File: config.mk
export PLATFORM = sky130hd
export DESIGN_NAME = pll_lock_detector
export DESIGN_NICKNAME = d
export VERILOG_FILES = /design/src/rtl/pll_lock_pkg.sv /design/src/rtl/lock_edge_det.sv /design/src/rtl/lock_pair_meas.sv /design/src/rtl/lock_streak.sv /design/src/rtl/pll_lock_detector.sv
export SDC_FILE = /design/constraint.sdc
export NUM_CORES = 1
export LEC_CHECK = 0
export BUFFER_PORTS_ARGS = -buffer_cell sky130_fd_sc_hd__buf_2
export CAP_MARGIN = 20
export CELL_PAD_IN_SITES_DETAIL_PLACEMENT = 0
export CELL_PAD_IN_SITES_GLOBAL_PLACEMENT = 2
export CORE_MARGIN = 3
export CORE_UTILIZATION = 34
export DETAILED_ROUTE_END_ITERATION = 8
export GPL_TIMING_DRIVEN = 0
export HOLD_SLACK_MARGIN = 0.05
export PLACE_DENSITY_LB_ADDON = 0.05
export SYNTH_ARGS = -nofsm -noshare
export SYNTH_HDL_FRONTEND = slang
export SYNTH_HIERARCHICAL = 1
export SYNTH_SLANG_ARGS = --single-unit
File: constraint.sdc
create_clock -name clk_i -period 2.2 [get_ports clk_i]
set_input_delay 0 -clock clk_i [delete_from_list [all_inputs] [get_ports clk_i]]
set_output_delay 0 -clock clk_i [all_outputs]
set_load 0.05 [all_outputs]
File: src/rtl/pll_lock_pkg.sv
package pll_lock_pkg;

    localparam int DEF_SEL_W       = 2;
    localparam int DEF_PASS_TARGET = 5;

    typedef enum logic [1:0] {
        PAIR_IDLE     = 2'd0,
        PAIR_WAIT_FB  = 2'd1,
        PAIR_WAIT_REF = 2'd2
    } pair_state_e;

    typedef struct packed {
        logic ref_rise;
        logic fb_rise;
    } edge_pair_t;

    typedef struct packed {
        logic pass;
        logic fail;
    } cmp_result_t;

    // Largest window for a code of sel_w bits: 2**(2**sel_w - 1)
    function automatic int max_window(input int sel_w);
        return 1 << ((1 << sel_w) - 1);
    endfunction

endpackage

File: src/rtl/lock_edge_det.sv
module lock_edge_det #(
    parameter int N = 2
) (
    input  logic         clk_i,
    input  logic         rst_i,
    input  logic [N-1:0] sig_i,
    output logic [N-1:0] rise_o
);
    logic [N-1:0] prev_q;

    for (genvar g = 0; g < N; g++) begin : g_ch
        always_ff @(posedge clk_i) begin
            if (rst_i) prev_q[g] <= 1'b0;
            else       prev_q[g] <= sig_i[g];
        end
        assign rise_o[g] = sig_i[g] & ~prev_q[g];
    end
endmodule

File: src/rtl/lock_pair_meas.sv
module lock_pair_meas
    import pll_lock_pkg::*;
#(
    parameter int SEL_W = DEF_SEL_W
) (
    input  logic             clk_i,
    input  logic             rst_i,
    input  edge_pair_t       edges_i,
    input  logic [SEL_W-1:0] win_sel_i,
    output cmp_result_t      res_o
);
    localparam int MAX_WIN = max_window(SEL_W);
    localparam int CNT_W   = $clog2(MAX_WIN + 1);

    pair_state_e      state_q, state_n;
    logic [CNT_W-1:0] cnt_q, cnt_n;
    logic [CNT_W-1:0] win;
    logic             lead_again, lag_in;

    assign win = CNT_W'(1) << win_sel_i;

    // In a waiting state, name the edges by role, not by input
    always_comb begin
        if (state_q == PAIR_WAIT_FB) begin
            lead_again = edges_i.ref_rise;
            lag_in     = edges_i.fb_rise;
        end else begin
            lead_again = edges_i.fb_rise;
            lag_in     = edges_i.ref_rise;
        end
    end

    always_comb begin
        state_n    = state_q;
        cnt_n      = cnt_q;
        res_o.pass = 1'b0;
        res_o.fail = 1'b0;
        unique case (state_q)
            PAIR_IDLE: begin
                if (edges_i.ref_rise && edges_i.fb_rise) begin
                    res_o.pass = 1'b1;
                end else if (edges_i.ref_rise) begin
                    state_n = PAIR_WAIT_FB;
                    cnt_n   = CNT_W'(1);
                end else if (edges_i.fb_rise) begin
                    state_n = PAIR_WAIT_REF;
                    cnt_n   = CNT_W'(1);
                end
            end
            PAIR_WAIT_FB, PAIR_WAIT_REF: begin
                if (lag_in) begin
                    res_o.pass = 1'b1;
                    if (lead_again) cnt_n = CNT_W'(1);
                    else            state_n = PAIR_IDLE;
                end else if (lead_again) begin
                    res_o.fail = 1'b1;
                    cnt_n      = CNT_W'(1);
                end else if (cnt_q == win) begin
                    res_o.fail = 1'b1;
                    state_n    = PAIR_IDLE;
                end else begin
                    cnt_n = cnt_q + CNT_W'(1);
                end
            end
            default: state_n = PAIR_IDLE;
        endcase
    end

    always_ff @(posedge clk_i) begin
        if (rst_i) begin
            state_q <= PAIR_IDLE;
            cnt_q   <= '0;
        end else begin
            state_q <= state_n;
            cnt_q   <= cnt_n;
        end
    end
endmodule

File: src/rtl/lock_streak.sv
module lock_streak
    import pll_lock_pkg::*;
#(
    parameter int PASS_TARGET = DEF_PASS_TARGET
) (
    input  logic                                 clk_i,
    input  logic                                 rst_i,
    input  cmp_result_t                          res_i,
    output logic [$clog2(PASS_TARGET+1)-1:0]     streak_o,
    output logic                                 lock_o
);
    localparam int ST_W = $clog2(PASS_TARGET + 1);
    localparam logic [ST_W-1:0] TARGET = ST_W'(PASS_TARGET);

    logic [ST_W-1:0] streak_q, streak_n;
    logic            lock_q;

    always_comb begin
        streak_n = streak_q;
        if (res_i.fail)                          streak_n = '0;
        else if (res_i.pass && streak_q < TARGET) streak_n = streak_q + ST_W'(1);
    end

    always_ff @(posedge clk_i) begin
        if (rst_i) begin
            streak_q <= '0;
            lock_q   <= 1'b0;
        end else begin
            streak_q <= streak_n;
            lock_q   <= (streak_n == TARGET);
        end
    end

    assign streak_o = streak_q;
    assign lock_o   = lock_q;
endmodule

File: src/rtl/pll_lock_detector.sv
module pll_lock_detector
    import pll_lock_pkg::*;
#(
    parameter int SEL_W       = DEF_SEL_W,
    parameter int PASS_TARGET = DEF_PASS_TARGET
) (
    input  logic             clk_i,
    input  logic             rst_i,
    input  logic             ref_div_i,
    input  logic             fb_div_i,
    input  logic [SEL_W-1:0] win_sel_i,
    output logic             lock_o
);
    localparam int ST_W = $clog2(PASS_TARGET + 1);

    logic [1:0]       rise;
    edge_pair_t       edges;
    cmp_result_t      res;
    logic             pass_ev, fail_ev;
    logic [ST_W-1:0]  streak;

    lock_edge_det #(.N(2)) u_edge (
        .clk_i  (clk_i),
        .rst_i  (rst_i),
        .sig_i  ({ref_div_i, fb_div_i}),
        .rise_o (rise)
    );

    assign edges.ref_rise = rise[1];
    assign edges.fb_rise  = rise[0];

    lock_pair_meas #(.SEL_W(SEL_W)) u_meas (
        .clk_i     (clk_i),
        .rst_i     (rst_i),
        .edges_i   (edges),
        .win_sel_i (win_sel_i),
        .res_o     (res)
    );

    assign pass_ev = res.pass;
    assign fail_ev = res.fail;

    lock_streak #(.PASS_TARGET(PASS_TARGET)) u_streak (
        .clk_i    (clk_i),
        .rst_i    (rst_i),
        .res_i    (res),
        .streak_o (streak),
        .lock_o   (lock_o)
    );
endmodule

==> results of run 1 <==
-- power breakdown --
group / leakage (nW) / switching, W / internal, W
clock network: 0.0210 / 0.0000824 / 0.000101
logic: 0.262 / 0.0000801 / 0.0000629
registers: 0.0992 / 0.0000148 / 0.000230
-- cell families (layout without fill, tap and decap cells) --
family          count (synthesis)  after routing  share of synthesized area (%)
compound gates                 29             29                          24.85
fa+ha+maj                       5              5                          7.576
buf+inv                         7             22                          3.333
flops                          12             12                          29.09
simple gates                   50             50                          35.15
-- critical path, stage by stage (launching register included) --
cell      delay (ns)
dfxtp_1         0.40
inv_1           0.06
ha_1            0.36
and2_1          0.23
nand2b_1        0.13
a22oi_1         0.07
nor2_2          0.22
nand2b_1        0.13
o211a_1         0.24
a21boi_1        0.12
-- layout by cell type (no fill, tap or decap), types with 2 or more instances in the layout --
master / instances
a211oi_4: 2
a21boi_1: 2
a21oi_1: 6
buf_2: 7
clkbuf_1: 2
clkbuf_4: 3
dfxtp_1: 9
dfxtp_2: 3
dlygate4sd3_1: 5
ha_1: 5
inv_1: 4
nand2_1: 7
nand2b_1: 6
nand3_1: 4
nand3b_1: 3
nor2_1: 10
nor2b_1: 3
nor2b_2: 2
nor3_1: 3
o21ai_0: 5
o21ai_1: 2
o311ai_1: 2
or4b_1: 2
or4bb_1: 2
-- timing repair --
item | in CTS | in global routing
hold endpoints to repair | 4 | 0
gates resized for setup | 0 | 7
setup buffers | 0 | 0
hold buffers | 5 | 0
setup endpoints to repair | 0 | 3
-- area by class of cell --
cell class	instances	area, µm²
Fill cell	241	1250
Multi-Input combinational cell	84	581.8
Sequential cell	12	244.0
Timing Repair Buffer	11	80.08
Clock buffer	4	36.28
Tap cell	28	35.03
Inverter	4	15.01
Buffer	3	12.51
-- synth_stat cells --
library cell | count | share of area (%)
a211o_1 | 1 | 1.1
a211oi_1 | 1 | 0.91
a211oi_2 | 2 | 3.0
a21boi_1 | 2 | 1.8
a21o_1 | 1 | 0.91
a21o_2 | 1 | 1.1
a21oi_1 | 6 | 3.6
a22oi_1 | 1 | 0.91
a31oi_1 | 1 | 0.76
a32oi_1 | 1 | 1.1
and2_1 | 1 | 0.76
buf_2 | 1 | 0.61
clkbuf_1 | 2 | 0.91
dfxtp_1 | 12 | 29
ha_1 | 5 | 7.6
inv_1 | 4 | 1.8
nand2_1 | 7 | 3.2
nand2b_1 | 6 | 4.5
nand3_1 | 4 | 2.4
nand3b_1 | 3 | 2.7
nand4b_1 | 1 | 1.1
nor2_1 | 11 | 5.0
nor2b_1 | 3 | 2.3
nor2b_2 | 2 | 2.1
nor3_1 | 3 | 1.8
nor4_1 | 2 | 1.5
o211a_1 | 1 | 1.2
o21a_1 | 1 | 0.91
o21ai_0 | 5 | 3.0
o21ai_1 | 2 | 1.2
o311ai_1 | 2 | 2.1
o31a_2 | 1 | 1.2
or2_1 | 1 | 0.76
or3_1 | 1 | 0.76
or3b_1 | 1 | 1.1
or4b_1 | 2 | 2.4
or4bb_1 | 2 | 2.7
-- registers in the layout (all words and copies together), names as in the netlist --
signal	count
u_streak/lock_o	1
u_meas/state_q	2
u_edge/prev_q	2
u_meas/cnt_q	4
u_streak/streak_o	3
-- layer usage --
layer | vias to the layer above | part of all wire (%) | global-route usage (%)
li1 | 403 | - | -
met1 | 355 | 52 | 16.36
met2 | 10 | 45 | 16.89
met3 | 2 | 2.8 | 2.804
met4 | 0 | 0.68 | 6.250
met5 | - | 0 | 0
-- per-stage QoR --
step	total power, W	hold slack [ns]	setup slack (ns)	utilization, %	instances
final	0.0005704	0.4553	0.1228	44.56	146
after global routing	0.0006096	0.5221	-0.02132	44.56	146
after CTS	0.0005736	0.4455	0.02179	43.34	146
after detailed placement	0.0003802	0.2351	0.04467	39.51	137
after global placement	0.0003813	0.2257	0.05781	39.51	137
after floorplan	0.0003459	0.06907	0.3480	-	103
-- worst max-delay path by stage --
stage	slack (ns)	depth (start not counted)	endpoint	from
global placement	0.06	7	u_meas/cnt_q[2]	u_meas/state_q[0]
detailed placement	0.04	9	u_streak/lock_o	u_meas/state_q[0]
global route	-0.02	7	u_streak/lock_o	u_meas/cnt_q[3]
floorplan	0.35	7	u_meas/cnt_q[2]	u_meas/state_q[0]
CTS	0.02	9	u_streak/lock_o	u_meas/state_q[0]
finish	0.12	9	u_streak/lock_o	u_meas/state_q[0]
==> key figures, run 1 <==
Run status
  • Outcome: completed

Timing
  • Worst clock skew: 0.01354 ns
  • Hold Fails Final Rpt: 0
  • Setup_tns: 0 ns
  • Worst-Margin Slew: a little over 0.5 ns
  • Period utilization: 94.42%
  • Slew Limit Fails: 0
  • Tmin final: 2.077 ns
  • Slew margin rel.: between 60% and 70%
  • Final setup viols: 0
  • Max Freq: between 0.4 and 0.5 GHz
  • RSZ-0062 raised after global routing: true

Critical path
  • Worst reg2reg setup slack: 0.12 ns
  • CP endpoint kind: flip-flop
  • CP startpoint kind: flip-flop
  • Critical path class: reg -> reg
  • Crit Path Max Fanout: 6
  • Worst r2r src: u_meas/state_q[0]
  • Req. time, crit path: 2.36 ns
  • Crit path arrival time: 2.24 ns
  • R2R cell count: 9
  • End of the worst register-to-register path: u_streak/lock_o

Global routing
  • Gr usage total: 11.85%
  • Pin count of the biggest net entering global routing: 12
  • Vias in the first global route: 664
  • Overflow after GRT: 0
  • First-pass GRT wire length: 2904 µm
  • Initial antenna violation count: 0

CTS
  • Clock sink total: 12
  • Clock tree from TritonCTS: built
  • H-tree depth: 1
  • Max Root-Sink Buffers: 2
  • Clk_lat worst skew: 0.28 ns
  • CTS clock-pin slew for the worst setup and hold paths: 0.09 ns
  • Root buf cell: clkbuf_4
  • Num CTS Buffers: 3

Synth
  • Seq cells post-synth: 12
  • Post-Syn Area: 825.8 µm²
  • Syn Nets: 114
  • Synthesis Warnings: 6
  • Synthesized area per cell: 8.017 µm²
  • Sequential area share after synthesis: approximately 29%
  • Distinct cells, synth: 37
  • Cells after Synth: 103

Hold path
  • Worst Hold Class: in -> reg
  • HP Start: win_sel_i[1]
  • Worst hold endpoint: u_meas/state_q[1]
  • Hold Path Depth: 6

Route
  • DRT iter0 DRCs: 4
  • Residual DRC: 0
  • Via/cell ratio: 5.274
  • Drt wl/cell: roughly 12 µm
  • Vias post-DR: 770
  • Final wirelength: 1775 µm
  • Drt pass-1 iters: 4
  • ANT nets after route: 0

Placement
  • Hpwl dp: 1251 µm
  • GP Congestion: 0.7265
  • Area post-placement: 890.9 µm²
  • Port Buf Inserts: 6

Floorplan
  • Core Footprint: 2255 µm²
  • Die W: 55.28 µm
  • Initial Util: 36.63%
  • # IOs: 7
  • DIE HEIGHT: 55.28 µm
  • Die area: 3056 µm²
  • Row count: 17

Cells and area
  • Share of cells above drive strength 1: 18.64%
  • N_diodes: 0
  • Final Cell Area: 1005 µm²
  • Area delta synth->final: 21.67%
  • Layout Nets: 130

Pwr
  • VDD IR max: 0.0003342 V
  • Pleak: 0.3820 nW
  • PD cells: roughly 570 nW/µm²

Flow run
  • Max-cap violations: 0
(Power assumes the default switching activity.)
==> inputs of run 2 (changes only) <==
--- a/config.mk
+++ b/config.mk
@@ -10,9 +10,10 @@
 export CELL_PAD_IN_SITES_DETAIL_PLACEMENT = 0
 export CELL_PAD_IN_SITES_GLOBAL_PLACEMENT = 2
 export CORE_MARGIN = 3
-export CORE_UTILIZATION = 34
+export CORE_UTILIZATION = 35
+export CTS_BUF_LIST = sky130_fd_sc_hd__clkbuf_2
 export DETAILED_ROUTE_END_ITERATION = 8
-export GPL_TIMING_DRIVEN = 0
+export GPL_TIMING_DRIVEN = 1
 export HOLD_SLACK_MARGIN = 0.05
 export PLACE_DENSITY_LB_ADDON = 0.05
 export SYNTH_ARGS = -nofsm -noshare
==> run 2 against run 1 <==
  * First-iteration DRC count increased to 5.5 times the previous value
  * Highest routed layer unchanged
  * Clock power shrank 34%
  * Largest cell class unchanged
  * Sequential cell count unchanged
  * Sequential power hardly changed
  * Total power fell by 8.7%
  * Clock skew decreased by 0.013 ns
  * Global-route usage rose by 3.6 points
  * Clock-buffer cell count decreased by 1
  * Sequential share of layout area rose by 0.081 points
  * Worst hold slack better by 0.017 ns
  * Critical path depth down 2
  * Register-to-register slack barely moved
  * Critical endpoint is now u_meas/cnt_q[2]
==> key figures, run 2 (synthesis results as in run 1) <==
Timing
  • Setup_tns: 0 ns
  • Slew margin rel.: about 69%
  • Slew Limit Fails: 0
  • Max Freq: about 0.48 GHz
  • Worst clock skew: 0.0004808 ns
  • Final setup viols: 0
  • Worst-Margin Slew: 0.4613 ns
  • Tmin final: about 2.1 ns
  • Hold Fails Final Rpt: 0
  • RSZ-0062 raised after global routing: false
  • Period utilization: a little over nine tenths

Route
  • Residual DRC: 0
  • Drt pass-1 iters: 4
  • Drt wl/cell: about 13 µm
  • DRT iter0 DRCs: 22
  • Via/cell ratio: 5.422
  • Final wirelength: 1884 µm
  • ANT nets after route: 0
  • Vias post-DR: 797

Critical path
  • Req. time, crit path: 2.39 ns
  • Largest stage delay on the critical path: just over 0.4 ns
  • Worst path bufs/invs: 1
  • Critical path class: reg -> reg
  • CP startpoint kind: flip-flop
  • End of the worst register-to-register path: u_meas/cnt_q[2]
  • CP endpoint kind: flip-flop
  • R2R cell count: 7
  • Crit path depth: 7
  • Cell family with most CP delay: simple AND/OR/NAND/NOR gates
  • Crit-path cells: inv_1, ha_1, or3b_1, or2_1, nor4_1, nand3_1, o311ai_1
  • Worst r2r src: u_meas/state_q[0]
  • Crit path arrival time: about 2.3 ns
  • Crit Path Max Fanout: 6
  • Worst reg2reg setup slack: 0.11 ns
  • Crit path max-delay cell type: dfxtp_1

Cells and area
  • Area delta synth->final: 19.39%
  • N_diodes: 0
  • Area occupied by multi-input gates: 560.5 µm²
  • Top reg by flops: u_meas/cnt_q
  • Most frequent cells in the layout: dfxtp_1 (12), nor2_1 (10), nand2_1 (7)
  • Leading cell type in the layout, fill and taps excluded: dfxtp_1
  • FF/Latch Area: approximately 240 µm²
  • Layout Nets: 132
  • Final Cell Area: 985.9 µm²
  • Fillcell total: 220
  • Number of flip-flops in the largest register: 4
  • Share of cells above drive strength 1: 17.50%

CTS
  • Max Root-Sink Buffers: 2
  • H-tree depth: 1
  • Clock sink total: 12
  • Post-CTS setup buffers: 0
  • CTS clock-pin slew for the worst setup and hold paths: 0.13 ns
  • Clock tree from TritonCTS: built
  • Num CTS Buffers: 3
  • Clk_lat worst skew: 0.27 ns
  • Root buf cell: clkbuf_2

Global routing
  • Gr usage total: 15.45%
  • Vias in the first global route: 725
  • Initial antenna violation count: 0
  • Pin count of the biggest net entering global routing: 14
  • Overflow after GRT: 0
  • First-pass GRT wire length: roughly 3300 µm

Placement
  • GP Congestion: 0.7933
  • Port Buf Inserts: 6
  • Hpwl dp: 1360 µm
  • Area post-placement: 914.6 µm²

Pwr
  • Net Sw Power: 0.0001783 W
  • VDD IR max: 0.0002556 V
  • Sw Share: 34.24%
  • PD cells: 528.1 nW/µm²
  • Sequential share of power: 46.5%
  • Internal: between 0.0003 and 0.0004 W
  • Logic pwr share: 30.2%
  • Clock power share: 23.3%
  • Pleak: 0.3958 nW

Hold path
  • Hold Path Depth: 6
  • Worst Hold Class: in -> reg
  • Worst hold endpoint: u_streak/streak_o[1]
  • HP Start: win_sel_i[0]

Floorplan
  • DIE HEIGHT: 54.58 µm
  • # IOs: 7
  • Core Footprint: ~2100 µm²
  • Row count: 16
  • Die W: about 55 µm
  • Die area: 2978 µm²
  • Initial Util: between 30 and 40%

Flow run
  • Max-cap violations: 0

Run status
  • Outcome: completed
-- run 2: cell count changes in the layout (fill, tap and decap cells not counted), sizes merged --
cell    before  now
buf          7   11
clkinv       0    1
clkbuf       6    3
-- run 2: worst register-to-register path, cell delays in order, from the launching register on --
cell	delay, ns
dfxtp_1	0.41
inv_1	0.06
ha_1	0.36
or3b_1	0.41
or2_1	0.26
nor4_1	0.29
nand3_1	0.12
o311ai_1	0.09
-- run 2: worst max path at each step --
stage | start | end | slack [ns]
finish | u_meas/state_q[0] | u_meas/cnt_q[2] | 0.11
global route | u_meas/state_q[0] | u_meas/cnt_q[2] | 0.007
CTS | u_meas/state_q[0] | u_meas/cnt_q[2] | 0.11
detailed placement | u_meas/state_q[0] | u_meas/cnt_q[2] | 0.14
global placement | u_meas/state_q[0] | u_meas/cnt_q[2] | 0.16
floorplan | u_meas/state_q[0] | u_meas/cnt_q[2] | 0.35
-- run 2: power by group through the flow --
stage | registers (W) | logic, W | clock network, W
after floorplan | 0.000244 | 0.000102 | 0
final | 0.000242 | 0.000157 | 0.000121
after global routing | 0.000244 | 0.000180 | 0.000140
after global placement | 0.000246 | 0.000151 | 0
after detailed placement | 0.000246 | 0.000149 | 0
after CTS | 0.000242 | 0.000156 | 0.000128
-- run 2: layout make-up --
type                            instances  share of cell area [%]
Clock buffer                            3                   1.523
Multi-Input combinational cell         84                   56.85
Inverter                                4                   1.523
Clock inverter                          1                  0.3807
Timing Repair Buffer                   16                   11.93
Sequential cell                        12                   24.37
Tap cell                               27                   3.426
-- run 2: layer usage --
metal | wire length (µm) | track usage [%] | up-vias
li1 | - | - | 415
met5 | 0 | 0 | -
met4 | 7 | 4.979 | 0
met1 | 989 | 21.51 | 357
met2 | 803 | 22.31 | 23
met3 | 85 | 4.905 | 2
-- run 2: what timing repair did --
item,in CTS,in global routing
endpoints found under the hold margin,5,0
gates resized for setup,0,1
hold buffers,5,0
setup endpoints to repair,0,1
-- run 2: through the flow --
step / std cells / hold WS [ns] / power, W / util (%) / worst slack (ns)
finish: 147 / 0.4726 / 0.0005207 / 46.90 / 0.1132
floorplan: 103 / 0.06907 / 0.0003459 / - / 0.3480
detailed placement: 138 / 0.2287 / 0.0003950 / 43.51 / 0.1436
global route: 147 / 0.5355 / 0.0005636 / 46.90 / 0.006641
global placement: 138 / 0.2235 / 0.0003966 / 43.51 / 0.1618
CTS: 147 / 0.4462 / 0.0005252 / 46.79 / 0.1101
